===== config.mk =====
export PLATFORM = sky130hd
export DESIGN_NAME = sar_seq_top
export DESIGN_NICKNAME = d
export VERILOG_FILES = /design/src/rtl/sar_seq_pkg.sv /design/src/rtl/sar_seq_ctrl.sv /design/src/rtl/sar_seq_reg.sv /design/src/rtl/sar_seq_ser.sv /design/src/rtl/sar_seq_clkgate.sv /design/src/rtl/sar_seq_top.sv
export SDC_FILE = /design/constraint.sdc
export NUM_CORES = 1
export LEC_CHECK = 0
export BUFFER_PORTS_ARGS = -buffer_cell sky130_fd_sc_hd__buf_2
export CAP_MARGIN = 20
export CORE_MARGIN = 5
export CORE_UTILIZATION = 42
export DETAILED_ROUTE_END_ITERATION = 8
export SYNTH_ARGS = -nofsm -noshare
export SYNTH_HDL_FRONTEND = slang
export SYNTH_SLANG_ARGS = --single-unit

===== constraint.sdc =====
create_clock -name clk -period 2 [get_ports clk]
set_clock_uncertainty 0.05 [all_clocks]
set_input_delay 0 -clock clk [delete_from_list [all_inputs] [get_ports clk]]
set_output_delay 0 -clock clk [all_outputs]
set_load 0.01 [all_outputs]

===== src/rtl/sar_seq_pkg.sv =====
package sar_seq_pkg;

  typedef enum logic [1:0] {
    PH_IDLE   = 2'd0,
    PH_SEED   = 2'd1,
    PH_DECIDE = 2'd2
  } phase_t;

endpackage


===== src/rtl/sar_seq_ctrl.sv =====
module sar_seq_ctrl
  import sar_seq_pkg::*;
#(
  parameter int WIDTH = 16
) (
  input  logic                                  clk,
  input  logic                                  rst_n,
  input  logic                                  conv_start,
  output logic                                  busy,
  output logic                                  init,
  output logic                                  seed,
  output logic                                  decide,
  output logic [((WIDTH > 1) ? $clog2(WIDTH) : 1)-1:0] idx
);

  localparam int CW = (WIDTH > 1) ? $clog2(WIDTH) : 1;
  localparam logic [CW-1:0] LAST = CW'(WIDTH - 1);

  phase_t          phase_q, phase_d;
  logic [CW-1:0]   cnt_q, cnt_d;
  logic            start_prev_q;
  logic            start_fall;
  logic            cnt_en;

  assign start_fall = start_prev_q & ~conv_start;

  // next-state
  always_comb begin
    phase_d = phase_q;
    cnt_d   = cnt_q;
    cnt_en  = 1'b0;
    unique case (phase_q)
      PH_IDLE: begin
        if (start_fall) phase_d = PH_SEED;
      end
      PH_SEED: begin
        phase_d = PH_DECIDE;
        cnt_d   = '0;
        cnt_en  = 1'b1;
      end
      PH_DECIDE: begin
        if (cnt_q == LAST) begin
          phase_d = PH_IDLE;
        end else begin
          cnt_d  = cnt_q + 1'b1;
          cnt_en = 1'b1;
        end
      end
      default: phase_d = PH_IDLE;
    endcase
  end

  // registers
  always_ff @(posedge clk or negedge rst_n) begin
    if (!rst_n) begin
      phase_q      <= PH_IDLE;
      cnt_q        <= '0;
      start_prev_q <= 1'b0;
    end else begin
      phase_q      <= phase_d;
      start_prev_q <= conv_start;
      if (cnt_en) cnt_q <= cnt_d;
    end
  end

  assign busy   = (phase_q != PH_IDLE);
  assign init   = (phase_q == PH_IDLE) && start_fall;
  assign seed   = (phase_q == PH_SEED);
  assign decide = (phase_q == PH_DECIDE);
  assign idx    = LAST - cnt_q;

  // a request during the decide phase never disturbs the step sequence
  p_req_ignored_r8: assert property (@(posedge clk) disable iff (!rst_n)
    (decide && start_fall && cnt_q != LAST) |=> (decide && cnt_q == $past(cnt_q) + 1'b1));

  // the LSB edge always returns to idle, whatever conv_start does
  p_lsb_to_idle_r8: assert property (@(posedge clk) disable iff (!rst_n)
    (decide && cnt_q == LAST) |=> !busy);

  // busy only drops after the last decide step
  p_busy_drop_r5: assert property (@(posedge clk) disable iff (!rst_n)
    $fell(busy) |-> ($past(decide) && $past(cnt_q) == LAST));

endmodule


===== src/rtl/sar_seq_reg.sv =====
module sar_seq_reg #(
  parameter int WIDTH = 16
) (
  input  logic                                  clk,
  input  logic                                  rst_n,
  input  logic                                  init,
  input  logic                                  seed,
  input  logic                                  decide,
  input  logic [((WIDTH > 1) ? $clog2(WIDTH) : 1)-1:0] idx,
  input  logic                                  keep,
  output logic [WIDTH-1:0]                      q
);

  localparam int IW = (WIDTH > 1) ? $clog2(WIDTH) : 1;
  localparam logic [WIDTH-1:0] SEED_WORD = {1'b0, {(WIDTH-1){1'b1}}};

  logic [WIDTH-1:0] q_q, q_d;
  logic             q_en;

  always_comb begin
    q_d  = q_q;
    q_en = init | seed | decide;
    if (init) begin
      q_d = '1;
    end else if (seed) begin
      q_d = SEED_WORD;
    end else if (decide) begin
      q_d[idx] = ~keep;
      if (idx != '0) q_d[idx - 1'b1] = 1'b0;
    end
  end

  always_ff @(posedge clk or negedge rst_n) begin
    if (!rst_n)    q_q <= '1;
    else if (q_en) q_q <= q_d;
  end

  assign q = q_q;

  // a start edge leaves an all-ones word
  p_init_ones_r2: assert property (@(posedge clk) disable iff (!rst_n)
    init |=> (q_q == '1));

  // the seed step leaves only the MSB cleared
  p_seed_word_r3: assert property (@(posedge clk) disable iff (!rst_n)
    seed |=> (q_q == SEED_WORD));

  // each non-final decision puts the next lower trial bit in place
  p_next_trial_r4: assert property (@(posedge clk) disable iff (!rst_n)
    (decide && idx != '0) |=> (q_q[$past(idx) - IW'(1)] == 1'b0));

endmodule


===== src/rtl/sar_seq_ser.sv =====
module sar_seq_ser (
  input  logic clk,
  input  logic rst_n,
  input  logic seed,
  input  logic decide,
  input  logic keep,
  output logic ser_out
);

  logic ser_q, ser_d, ser_en;

  always_comb begin
    ser_en = seed | decide;
    ser_d  = ser_q;
    if (seed)        ser_d = 1'b1;
    else if (decide) ser_d = ~keep;
  end

  always_ff @(posedge clk or negedge rst_n) begin
    if (!rst_n)      ser_q <= 1'b1;
    else if (ser_en) ser_q <= ser_d;
  end

  assign ser_out = ser_q;

  // the filler bit driven on the seed edge is a 1
  p_ser_filler_r3: assert property (@(posedge clk) disable iff (!rst_n)
    seed |=> ser_q);

endmodule


===== src/rtl/sar_seq_clkgate.sv =====
module sar_seq_clkgate (
  input  logic clk,
  input  logic rst_n,
  input  logic run,
  output logic gclk
);

  logic en_q;

  // enable changes only while clk is low, so the gated output has no runt pulse
  always_ff @(negedge clk or negedge rst_n) begin
    if (!rst_n) en_q <= 1'b0;
    else        en_q <= run;
  end

  assign gclk = clk & en_q;

endmodule


===== src/rtl/sar_seq_top.sv =====
module sar_seq_top #(
  parameter int WIDTH = 16
) (
  input  logic             clk,
  input  logic             rst_n,
  input  logic             conv_start,
  input  logic             cmp_keep,
  output logic             gclk_out,
  output logic             busy,
  output logic [WIDTH-1:0] result,
  output logic             ser_out
);

  localparam int IW = (WIDTH > 1) ? $clog2(WIDTH) : 1;

  logic          init, seed, decide;
  logic [IW-1:0] idx;

  sar_seq_ctrl #(.WIDTH(WIDTH)) i_ctrl (
    .clk        (clk),
    .rst_n      (rst_n),
    .conv_start (conv_start),
    .busy       (busy),
    .init       (init),
    .seed       (seed),
    .decide     (decide),
    .idx        (idx)
  );

  sar_seq_reg #(.WIDTH(WIDTH)) i_reg (
    .clk    (clk),
    .rst_n  (rst_n),
    .init   (init),
    .seed   (seed),
    .decide (decide),
    .idx    (idx),
    .keep   (cmp_keep),
    .q      (result)
  );

  sar_seq_ser i_ser (
    .clk     (clk),
    .rst_n   (rst_n),
    .seed    (seed),
    .decide  (decide),
    .keep    (cmp_keep),
    .ser_out (ser_out)
  );

  sar_seq_clkgate i_gate (
    .clk   (clk),
    .rst_n (rst_n),
    .run   (busy),
    .gclk  (gclk_out)
  );

  // idle outputs hold
  p_idle_hold_r9: assert property (@(posedge clk) disable iff (!rst_n)
    (!busy && !$past(busy)) |-> ($stable(result) && $stable(ser_out)));

  // the serial line follows each decided parallel bit on the same edge
  p_ser_tracks_r7: assert property (@(posedge clk) disable iff (!rst_n)
    decide |=> (ser_out == result[$past(idx)]));

endmodule


### After elaboration in Yosys (flattened, before gate mapping)

Cells that the tools add are included.

* register bits after elaboration: 25
* word-level logic and storage cells: 58
* input port bits: 4

* bitwise gates (word level): 9
* reduce and logical (&&, ||, !) cells: 12
* add/sub/neg operators: 3
* eq/ne operators: 6
* order comparisons: 4
* muxes and demuxes: 18

Operators by type and width (number)
* 2-to-1 mux 16 bit: 4
* bitwise AND 16 bit: 1
* bitwise mux 16 bit: 1
* inverter 16 bit: 1
* less-than comparator 4 x 5 -> 1 bit (second input constant): 2
* demux 1 bit (select 4 bit): 2
* >= comparator 4 x 1 -> 1 bit (second input constant): 2
* case mux 4 bit (2 select lines): 1
* case mux 2 bit (3 select lines): 1
* AND reduction 2 bit: 3
* 2-to-1 mux 1 bit: 5
* adder 4 x 1 -> 4 bit (second input constant): 1
* == test 4 bit (second input constant): 1
* 2-to-1 mux 2 bit: 2
* 2-to-1 mux 4 bit: 1
* inequality test 2 bit (second input constant): 2
* nonzero test 2 bit: 2
* nonzero test 4 bit: 1
* subtractor 4 x 1 -> 4 bit (second input constant): 1
* subtractor 4 bit (first input constant): 1
* logical AND 1 bit: 3
* OR 1 bit: 3
* AND reduction 3 bit: 1
* nonzero test 3 bit: 1
* other kinds (7): 9

### Depth between registers and ports, before layout

* depth in word-level cells: 12
* gate-level depth with buffers: 10

### Hierarchy

From an unflattened synthesis, not the netlist that was laid out.

* cell total of the unflattened synthesis: 138
* area total of the unflattened synthesis: 1345.0 um2

Modules (own cells, without submodules)
* sar_seq_reg: times used 1, cells each 95, area each 887.1 um2
* sar_seq_ctrl: times used 1, cells each 37, area each 382.9 um2
* sar_seq_ser: times used 1, cells each 4, area each 43.8 um2
* sar_seq_clkgate: times used 1, cells each 2, area each 31.3 um2

==> flow_metrics.py <==
metrics = {
    "die": {
        "floorplan.initialDensity": 0.444,
        "dieArea_um2": 5730,
        "io_pins": 23,
        "coreArea_um2": 4090,
        "die_h_um": 75.7,
        "core.rowCount": 23,
        "die_width_um": 75.7,
    },
    "cells_and_area": {
        "drive_above_1_share": 0.316,
        "num_antenna_cells": 0,
        "area_delta_synth_final_pct": 17.4,
        "fillerInstances": 386,
        "nNetsFinal": 241,
    },
    "critical_path": {
        "required_ns": 1.95,
        "crit_chain": "and2_4 > buf_6",
        "crit_family": "flip-flops",
        "worstSetupPathType": "reg -> out",
        "crit_buf_inv": 1,
        "critPathMaxFanout": 1,
        "crit_path_start_kind": "register",
        "arrival_ns": 2.02,
        "reg2reg_slack_ns": 0.11,
        "worstSetupEndpointType": "primary output",
        "cp_slowest_stage_delay_ns": 0.40,
        "cp_slowest_cell": "dfrtn_1",
    },
    "outcome": {
        "violations": "setup timing",
        "status": "complete, but fails checks",
    },
    "yosys": {
        "synth_ff_type": "dfstp_2",
        "synth_area_leaders": "dfstp_2, dfrtp_1, ha_1, a21oi_1, buf_6",
        "syn_avg_cell_area_um2": 9.44,
        "seq_area_frac_synth": 0.357,
        "netlist_area_um2": 1810,
        "synthCells": 192,
        "yosysTopAreaCellShare": 0.246,
        "synthesis.nets": 207,
        "synth_cell_types": 53,
        "ys_ff_latch": 25,
        "synth_warnings": 0,
        "synth-async-reset-ratio": 1.00,
        "synth_top_area_cell": "dfstp_2",
        "synth-edff-count": 0,
    },
    "sta": {
        "max_slew_margin": 0.728,
        "worstMarginPinSlew_ns": 0.407,
        "slew_violations": 0,
        "fin_tns_setup_ns": -0.0671,
        "finalHoldViolCount": 0,
        "finalSetupViolCount": 2,
        "rsz0062_at_grt": "yes",
        "layout_setup_ws_ns": -0.0671,
    },
    "routing": {
        "drcViolationCount": 0,
        "ant_nets": 0,
        "wl_per_cell_um": 17.9,
        "dr.pass1.iters": 5,
        "drtIter0Drc": 169,
        "wl_um": 4920,
        "vias": 1702,
        "viasPerCell": 6.19,
    },
    "global_routing": {
        "grt_max_degree": 26,
        "first_global_vias": 1625,
        "grt_pass1_wl_um": 8070,
        "grt-ovfl-total": 0,
        "grt_usage": 0.191,
        "antenna_found_initial": 0,
    },
    "place": {
        "gp_congestion": 0.812,
        "dp_hpwl_um": 3590,
        "port_buffers": 22,
    },
    "pwr": {
        "power_mw": 2.58,
        "p_per_area_nw_per_um2": 1210,
        "irDropWorstVdd_mv": 0.582,
        "leakagePower_nw": 0.869,
    },
    "cts": {
        "clk_pin_slew_worst_paths_ns": 0.10,
        "tritoncts": "done",
        "worst_skew_pair.late_latency_ns": 0.38,
    },
    "hold_path": {
        "hold_path.class": "in -> async",
    },
    "job": {
        "maxCapViolations": 0,
    },
}
## per-layer routing
layer	GRT usage	vias up	wire, um
met3	0.0607	9	491
met2	0.285	79	2220
met4	0.0699	0	101
met5	0	-	0
li1	-	789	-
met1	0.258	825	2100
## worst paths after layout
kind | start | depth (start not counted) | endpoint
hold reg to reg | i_ser.ser_out | 2 | i_ser.ser_out
setup / recovery | i_gate.en_q | 2 | gclk_out
hold / removal | rst_n | 3 | i_ctrl.cnt_q[2]
setup reg to reg | i_ctrl.phase_q[1] | 3 | i_gate.en_q
min in group clk | conv_start | 2 | i_ctrl.start_prev_q
max in group asynchronous | rst_n | 2 | i_gate.en_q
## power breakdown
group          switching (mW)  total (mW)  leakage, nW  internal, mW
Clock                   0.211       0.524       0.0550         0.312
Combinational           0.780        1.32        0.532         0.539
Sequential             0.0904       0.740        0.282         0.650
Total                    1.08        2.58        0.869          1.50
## cells in the final DEF, fill, tap and decap left out, types with 3 or more instances in the layout
cell           count
nand3_1            4
a21oi_1           16
buf_2             21
ha_1              10
and2_1             4
nand2_1           13
dfstp_2           17
clkbuf_8           6
o22ai_1            6
a311oi_1           3
buf_4             14
o2bb2ai_1          5
a211oi_1           4
nor2_1             9
nand3b_1           6
o21ai_0           10
nor2b_1            4
dfrtp_1            7
inv_1              9
mux2i_1            3
nand2b_1           4
dlygate4sd3_1      3
## worst reg2reg max path, cell delays in order (launching register included)
cell     delay, ns
dfrtp_1       0.39
inv_1         0.10
ha_1          0.17
inv_1         0.06
## cell usage after synthesis (all sizes together) (3+ instances only)
cell type	count
o21ai	10
inv	9
o22ai	7
a21oi	16
nor2b	4
buf	11
mux2	3
ha	11
nand2	14
a211oi	5
nand2b	4
o2bb2ai	5
nand3	4
mux2i	3
dfrtp	7
and2	6
dfstp	17
nand3b	6
a311oi	5
nor2	9
## logic make-up after synthesis
group                      synth area share
muxes                                0.0373
and+or+nand+nor                       0.180
xor gates and xnor gates            0.00483
AOI/OAI and AO/OA                     0.275
buffers and inverters                0.0704
adders and majority gates            0.0759
DFF                                   0.357
## what timing repair did
item	in CTS	in global routing
hold endpoints to repair	27	0
gates resized for setup	2	3
setup endpoints to repair	2	7
buffers inserted	0	1
hold buffers	3	0
pin swaps	0	1
## per-stage QoR
step | util | hold slack [ns] | setup slack [ns] | std cells | area (um^2)
2_1_floorplan | - | -0.346 | 0.0416 | 192 | 1810
4_1_cts | 0.517 | 0.154 | -0.0745 | 274 | 2110
3_3_place_gp | 0.487 | 0.0251 | 0.134 | 264 | 1990
3_5_place_dp | 0.487 | 0.0262 | 0.0935 | 264 | 1990
6_report | 0.521 | 0.143 | -0.0671 | 275 | 2130
5_1_grt | 0.521 | 0.196 | -0.115 | 275 | 2130
## sequential cells by signal, summed over array words and instances (netlist names)
register and flops:
i_ctrl.cnt_q 4, i_ctrl.phase_q 2, i_gate.en_q 1, i_reg.q 16
i_ctrl.start_prev_q 1, i_ser.ser_out 1
## area by class of cell
cell class	instances	area [um^2]	share of cell area
clock buffer	8	97.6	0.0459
inverter	9	33.8	0.0159
multi-input combinational	145	1050	0.492
sequential	25	647	0.304
tap	50	62.6	0.0294
timing repair buffer	38	240	0.113
No activity file was read; power rests on OpenSTA's default activity.
